`config.mk`:
```
export PLATFORM = sky130hd
export DESIGN_NAME = rot_irq_ctrl
export DESIGN_NICKNAME = d
export VERILOG_FILES = /design/src/rtl/ric_pkg.sv /design/src/rtl/ric_req_capture.sv /design/src/rtl/ric_resolver.sv /design/src/rtl/ric_ctrl.sv /design/src/rtl/rot_irq_ctrl.sv
export SDC_FILE = /design/constraint.sdc
export NUM_CORES = 1
export LEC_CHECK = 0
export BUFFER_PORTS_ARGS = -buffer_cell sky130_fd_sc_hd__buf_2
export CORE_UTILIZATION = 60
export DETAILED_ROUTE_END_ITERATION = 6
export GPL_ROUTABILITY_DRIVEN = 0
export PLACE_DENSITY = 0.83
export SYNTH_ARGS = -nofsm -noshare
export SYNTH_HDL_FRONTEND = slang
export SYNTH_SLANG_ARGS = --single-unit
```
`constraint.sdc`:
```
create_clock -name clk -period 9.7 [get_ports clk]
set_clock_uncertainty 0.2 [all_clocks]
set_input_delay 1.455 -clock clk [delete_from_list [all_inputs] [get_ports clk]]
set_output_delay 1.455 -clock clk [all_outputs]
set_load 0.05 [all_outputs]
```
`src/rtl/ric_pkg.sv`:
```
package ric_pkg;
  localparam int NSRC = 8;
  localparam int IW   = $clog2(NSRC);

  typedef enum logic [2:0] {
    OP_MASK     = 3'd0,
    OP_LOWEST   = 3'd1,
    OP_AUTOROT  = 3'd2,
    OP_SMM      = 3'd3,
    OP_EOI_NS   = 3'd4,
    OP_EOI_NSR  = 3'd5,
    OP_EOI_SP   = 3'd6,
    OP_EOI_SPR  = 3'd7
  } op_e;

  // distance from the highest slot: 0 = highest, NSRC-1 = lowest
  function automatic logic [IW-1:0] rank_of(input logic [IW-1:0] src,
                                            input logic [IW-1:0] low);
    return src - low - IW'(1);
  endfunction

  // pick highest-priority set bit; result is {found, index}
  function automatic logic [IW:0] pick_top(input logic [NSRC-1:0] vec,
                                           input logic [IW-1:0]  low);
    logic [IW:0]   r;
    logic [IW-1:0] idx;
    r = '0;
    for (int k = NSRC - 1; k >= 0; k--) begin
      idx = low + IW'(1) + IW'(k);
      if (vec[idx]) r = {1'b1, idx};
    end
    return r;
  endfunction

  function automatic logic [NSRC-1:0] onehot(input logic [IW-1:0] idx);
    return NSRC'(1) << idx;
  endfunction
endpackage

```
`src/rtl/ric_req_capture.sv`:
```
module ric_req_capture
  import ric_pkg::*;
(
  input  logic            clk,
  input  logic            rst_n,
  input  logic [NSRC-1:0] src_i,
  input  logic [NSRC-1:0] clr_i,
  output logic [NSRC-1:0] req_o
);
  logic [NSRC-1:0] prev_q;
  logic [NSRC-1:0] req_q;
  logic [NSRC-1:0] rise;

  assign rise  = src_i & ~prev_q;
  assign req_o = req_q;

  always_ff @(posedge clk) begin
    if (!rst_n) begin
      prev_q <= '0;
      req_q  <= '0;
    end else begin
      prev_q <= src_i;
      req_q  <= (req_q & ~clr_i) | rise;
    end
  end
endmodule

```
`src/rtl/ric_resolver.sv`:
```
module ric_resolver
  import ric_pkg::*;
(
  input  logic [NSRC-1:0] req_i,
  input  logic [NSRC-1:0] mask_i,
  input  logic [NSRC-1:0] isr_i,
  input  logic [IW-1:0]   low_i,
  input  logic            smm_i,
  output logic            irq_o,
  output logic [IW-1:0]   win_idx_o,
  output logic            isr_top_found_o,
  output logic [IW-1:0]   isr_top_idx_o
);
  logic [NSRC-1:0] eligible;
  logic [IW:0]     win;
  logic [IW:0]     itop;
  logic            beats_isr;

  assign eligible        = req_i & ~mask_i & ~isr_i;
  assign win             = pick_top(eligible, low_i);
  assign itop            = pick_top(isr_i, low_i);
  assign win_idx_o       = win[IW-1:0];
  assign isr_top_found_o = itop[IW];
  assign isr_top_idx_o   = itop[IW-1:0];
  assign beats_isr       = !itop[IW] ||
                           (rank_of(win[IW-1:0], low_i) < rank_of(itop[IW-1:0], low_i));
  assign irq_o           = win[IW] && (smm_i || beats_isr);
endmodule

```
`src/rtl/ric_ctrl.sv`:
```
module ric_ctrl
  import ric_pkg::*;
(
  input  logic            clk,
  input  logic            rst_n,
  input  logic            we_i,
  input  logic [2:0]      op_i,
  input  logic [7:0]      data_i,
  input  logic            isr_top_found_i,
  input  logic [IW-1:0]   isr_top_idx_i,
  output logic [NSRC-1:0] mask_o,
  output logic [IW-1:0]   low_o,
  output logic            smm_o,
  output logic [NSRC-1:0] eoi_clr_o,
  output logic [IW-1:0]   eoi_idx_o,
  output logic            rotate_fire_o
);
  logic [NSRC-1:0] mask_q;
  logic [IW-1:0]   low_q;
  logic            autorot_q;
  logic            smm_q;
  logic            eoi_cmd;
  logic            specific;
  logic            rot_req;
  logic            eoi_hit;

  assign eoi_cmd       = we_i && op_i[2];
  assign specific      = op_i[1];
  assign rot_req       = op_i[0] || (autorot_q && !op_i[1]);
  assign eoi_idx_o     = specific ? data_i[IW-1:0] : isr_top_idx_i;
  assign eoi_hit       = eoi_cmd && (specific || isr_top_found_i);
  assign eoi_clr_o     = eoi_hit ? onehot(eoi_idx_o) : '0;
  assign rotate_fire_o = eoi_hit && rot_req;
  assign mask_o        = mask_q;
  assign low_o         = low_q;
  assign smm_o         = smm_q;

  always_ff @(posedge clk) begin
    if (!rst_n) begin
      mask_q    <= '0;
      low_q     <= IW'(NSRC - 1);
      autorot_q <= 1'b0;
      smm_q     <= 1'b0;
    end else if (we_i) begin
      case (op_e'(op_i))
        OP_MASK:    mask_q    <= data_i[NSRC-1:0];
        OP_LOWEST:  low_q     <= data_i[IW-1:0];
        OP_AUTOROT: autorot_q <= data_i[0];
        OP_SMM:     smm_q     <= data_i[0];
        default:    if (rotate_fire_o) low_q <= eoi_idx_o;
      endcase
    end
  end
endmodule

```
`src/rtl/rot_irq_ctrl.sv`:
```
module rot_irq_ctrl
  import ric_pkg::*;
(
  input  logic       clk,
  input  logic       rst_n,
  input  logic [7:0] src_i,
  input  logic       cmd_we_i,
  input  logic [2:0] cmd_op_i,
  input  logic [7:0] cmd_data_i,
  input  logic       ack_i,
  output logic       irq_o,
  output logic [2:0] vec_o
);
  logic [NSRC-1:0] req_q;
  logic [NSRC-1:0] isr_q;
  logic [NSRC-1:0] mask_q;
  logic [IW-1:0]   low_q;
  logic            smm_q;
  logic [IW-1:0]   win_idx;
  logic            isr_top_found;
  logic [IW-1:0]   isr_top_idx;
  logic [NSRC-1:0] eoi_clr;
  logic [IW-1:0]   eoi_idx;
  logic            rotate_fire;
  logic            ack_fire;
  logic [NSRC-1:0] win_onehot;
  logic [NSRC-1:0] ack_set;
  logic [IW-1:0]   vec_q;

  assign ack_fire   = ack_i && irq_o;
  assign win_onehot = onehot(win_idx);
  assign ack_set    = ack_fire ? win_onehot : '0;
  assign vec_o      = vec_q;

  ric_req_capture u_req (
    .clk   (clk),
    .rst_n (rst_n),
    .src_i (src_i),
    .clr_i (ack_set),
    .req_o (req_q)
  );

  ric_resolver u_res (
    .req_i           (req_q),
    .mask_i          (mask_q),
    .isr_i           (isr_q),
    .low_i           (low_q),
    .smm_i           (smm_q),
    .irq_o           (irq_o),
    .win_idx_o       (win_idx),
    .isr_top_found_o (isr_top_found),
    .isr_top_idx_o   (isr_top_idx)
  );

  ric_ctrl u_ctrl (
    .clk             (clk),
    .rst_n           (rst_n),
    .we_i            (cmd_we_i),
    .op_i            (cmd_op_i),
    .data_i          (cmd_data_i),
    .isr_top_found_i (isr_top_found),
    .isr_top_idx_i   (isr_top_idx),
    .mask_o          (mask_q),
    .low_o           (low_q),
    .smm_o           (smm_q),
    .eoi_clr_o       (eoi_clr),
    .eoi_idx_o       (eoi_idx),
    .rotate_fire_o   (rotate_fire)
  );

  always_ff @(posedge clk) begin
    if (!rst_n) begin
      isr_q <= '0;
      vec_q <= '0;
    end else begin
      isr_q <= (isr_q & ~eoi_clr) | ack_set;
      if (ack_fire) vec_q <= win_idx;
    end
  end
endmodule

```
==> flow_summary.ini <==
[floorplan]
num_io_pins = 27
start_util_pct = 61.7
num_rows = 30
die_x_um = 85.3
die_y_um = 85.3
coreArea_mm2 = 0.00676
dieArea_mm2 = 0.00728

[logic_synthesis]
yosysWarnings = 0
ys_seq_area_share_pct = 19.2
synthXorXnorAreaFrac_pct = 3.12
netlist_area_mm2 = 0.00417
ys_types = 88
synth-adder-area-share_pct = 2.76
synth_edf_count = 0
synth_top_family_by_area = simple AND/OR/NAND/NOR gates
synth_mux_area_share_pct = 23.2
synthSimpleGateAreaFrac_pct = 24.2
synth_compound_area_share_pct = 21.2
ys_top_cells_by_area = dfxtp_1 19%, mux4_2 12%, nand2_1 5.6%, mux2i_1 5.5%, a21oi_1 3.4%
synth.ff_latch_count = 40
syn_avg_cell_area_um2 = 8.79
synth-async-reset-ratio_pct = 0
netlist.area_leader.share_pct = 19.2
synth_top_cell_by_area = dfxtp_1
syn-num-nets = 505
synth_ff_type = dfxtp_1
synthCells = 474

[global_route]
overflow = 0
grt_util_all_layers_pct = 33.5
grt_pass1_vias = 3725
grt_pass1_wl_um = 19000
grt_max_degree = 50
antenna_found_initial = 0

[run_status]
outcome = complete, no violations

[setup_path]
cp.arrival_ps = 6110
cp.required_ps = 8050
end_kind = primary output
critPathMaxFanout = 49
cpPeakStageDelay_ps = 1070
setup.worst_path.start_class = register
crit_top_cell = a21oi_1
crit_chain = buf_4 -> clkinv_1 -> ha_2 -> inv_4 -> mux2_4 -> mux4_2 -> and2_1 -> o31ai_1 -> nand4_1 -> nand2b_2 -> inv_2 -> fa_1 -> xor2_1 -> xnor2_1 -> ha_1 -> a21oi_1 -> nor2_1 -> a21oi_1 -> buf_2
cpMaxStageDelayCell = ha_2
path_class = register to primary output

[sta]
rsz0062_at_grt = no
slew_headroom_pct = 20.9
fin_hold_ws_ps = 206
tightest_slew_ps = 1180
setup_viol = 0
hold_viol_final = 0
fmax_ghz = 0.129
min_period_over_period_pct = 80.1
period_needed_ps = 7770
maxSlewViolCount = 0
fin_tns_setup_ps = 0

[clock_network]
cts_root_buf = clkbuf_8
clk_latency_ps = 290
clk_path_buf_depth = 2
numCtsBuffers = 5
htreeDepth = 2
clock-sinks = 40
cts_tree = built
ctsResizeCount = 0
hold_buffers = 0
postCtsSetupBuffers = 0
clk_pin_slew_worst_paths_ps = 80

[detailed_routing]
route.antenna.remaining_nets = 0
vias_per_cell = 7.25
drtPass1Iterations = 6
wl_per_cell_um = 21.2
wirelength_um = 11900
drt-initial-drc-count = 577
vias = 4083
route.detailed.drc = 0

[flow_run]
maxCapViolations = 0

[finish]
final_cells = 563
post-route-cell-area_mm2 = 0.00440
fill_cells = 576
drive_gt1_share_pct = 21.7
syn_to_final_growth_pct = 5.49
nets = 514
num_antenna_cells = 0

[min_path]
hp-class = register to register

[placement]
place_area_mm2 = 0.00427
hpwl_um = 8710
portBuffers = 26
placed_cells = 556

[pwr]
pwr_density_cell_mw_per_mm2 = 398
max-vdd-ir-drop_uv = 206
leakage_nw = 1.78
critical path, delay by kind of cell (launching register included):
kind | cells | cell delay (ps)
AO/OA/AOI/OAI | 3 | 540
XOR/XNOR | 2 | 320
adder cells (fa/ha/maj) | 3 | 1770
buffers and inverters | 5 | 1280
flip-flops | 1 | 310
multiplexers | 2 | 900
AND/OR/NAND/NOR | 4 | 650
Yosys cell counts, types with 4 or more instances:
| cell type | n |
|---|---|
| a22oi_1 | 4 |
| nor3b_1 | 11 |
| nand2b_1 | 6 |
| o211ai_1 | 8 |
| mux2_2 | 9 |
| buf_6 | 6 |
| nand4_1 | 4 |
| nor3_1 | 10 |
| nand3_1 | 9 |
| and2_1 | 7 |
| nand2_1 | 62 |
| dfxtp_1 | 40 |
| o22ai_1 | 11 |
| ha_1 | 6 |
| buf_4 | 4 |
| a32o_1 | 4 |
| o21a_1 | 5 |
| clkbuf_1 | 14 |
| or2_2 | 4 |
| nor2b_1 | 4 |
| o31ai_1 | 4 |
| inv_1 | 16 |
| o21ai_0 | 16 |
| xnor2_1 | 5 |
| nor2_1 | 31 |
| mux2i_1 | 23 |
| a31oi_1 | 4 |
| mux4_2 | 23 |
| buf_2 | 6 |
| a21oi_1 | 28 |
| nor4b_1 | 5 |
kinds of logic after synthesis:
logic type | count (synthesis)
AND/OR/NAND/NOR | 183
AO/OA/AOI/OAI | 123
multiplexers | 60
buffers and inverters | 51
flip-flops | 40
XOR/XNOR | 9
adder cells (fa/ha/maj) | 8
power by group:
part           internal [mW]  switching (mW)  total [mW]  leakage, nW
Sequential             0.195          0.0558       0.251        0.329
Combinational          0.557           0.785        1.34         1.39
Clock                  0.101          0.0560       0.157       0.0642
Total                  0.853           0.897        1.75         1.78
cells in the final DEF (no fill, tap or decap), types with 4 or more instances in the layout:
cell type  Yosys  final
nand4_1        4      4
nor3b_1       11     11
buf_2          6     26
mux2i_1       23     23
nor4b_1        5      5
a21oi_1       28     28
inv_1         16     16
ha_1           6      5
mux2_2         9      9
nor3_1        10     10
o21a_1         5      5
a31oi_1        4      4
dfxtp_1       40     40
nor2b_1        4      4
mux4_2        23     23
a32o_1         4      4
clkbuf_8       0      5
o22ai_1       11     11
nand2_1       62     62
nand3_1        9      9
nor2_1        31     31
a22oi_1        4      4
buf_4          4      7
o21ai_0       16     16
xnor2_1        5      5
or2_2          4      4
o211ai_1       8      8
nand2b_1       6      6
and2_1         7      7
o31ai_1        4      4
stage by stage:
stage               total power [mW]  util (%)  worst slack [ps]
floorplan                       1.29         -              2630
global placement                1.51      63.2              2440
detailed placement              1.55      63.2              2340
CTS                             1.71      65.1              2010
global route                    1.85      65.1              1600
finish                          1.75      65.1              1930
final cells by class:
type / instances / area, um^2 / share of cell area (%)
Clock buffer: 5 / 68.8 / 1.57
Clock inverter: 2 / 60.1 / 1.37
Inverter: 20 / 77.6 / 1.76
Multi-Input combinational cell: 383 / 3110 / 70.7
Sequential cell: 40 / 801 / 18.2
Tap cell: 80 / 100 / 2.28
Timing Repair Buffer: 33 / 183 / 4.15
per-layer routing:
layer | GRT usage [%] | part of all wire [%] | vias to the layer above
li1 | - | - | 1827
met1 | 45.7 | 40 | 1917
met2 | 53.2 | 46 | 281
met3 | 5.25 | 10 | 58
met4 | 14.2 | 4.0 | 0
met5 | 0 | 0 | -
registers in the layout, indices dropped and copies added (netlist names):
signal            count
isr_q                 8
u_ctrl.autorot_q      1
u_ctrl.low_o          3
u_ctrl.mask_o         8
u_ctrl.smm_o          1
u_req.prev_q          8
u_req.req_o           8
vec_o                 3
worst paths after layout:
check / from / endpoint / slack, ps / cells after the start
setup / recovery: u_ctrl.low_o[0] / irq_o / 1930 / 19
hold / removal: u_req.prev_q[2] / u_req.req_o[2] / 210 / 1
setup reg to reg: u_ctrl.low_o[0] / u_req.req_o[4] / 2850 / 22
hold reg to reg: u_req.prev_q[2] / u_req.req_o[2] / 210 / 1
Note: power is estimated with default switching activity, not from simulation.
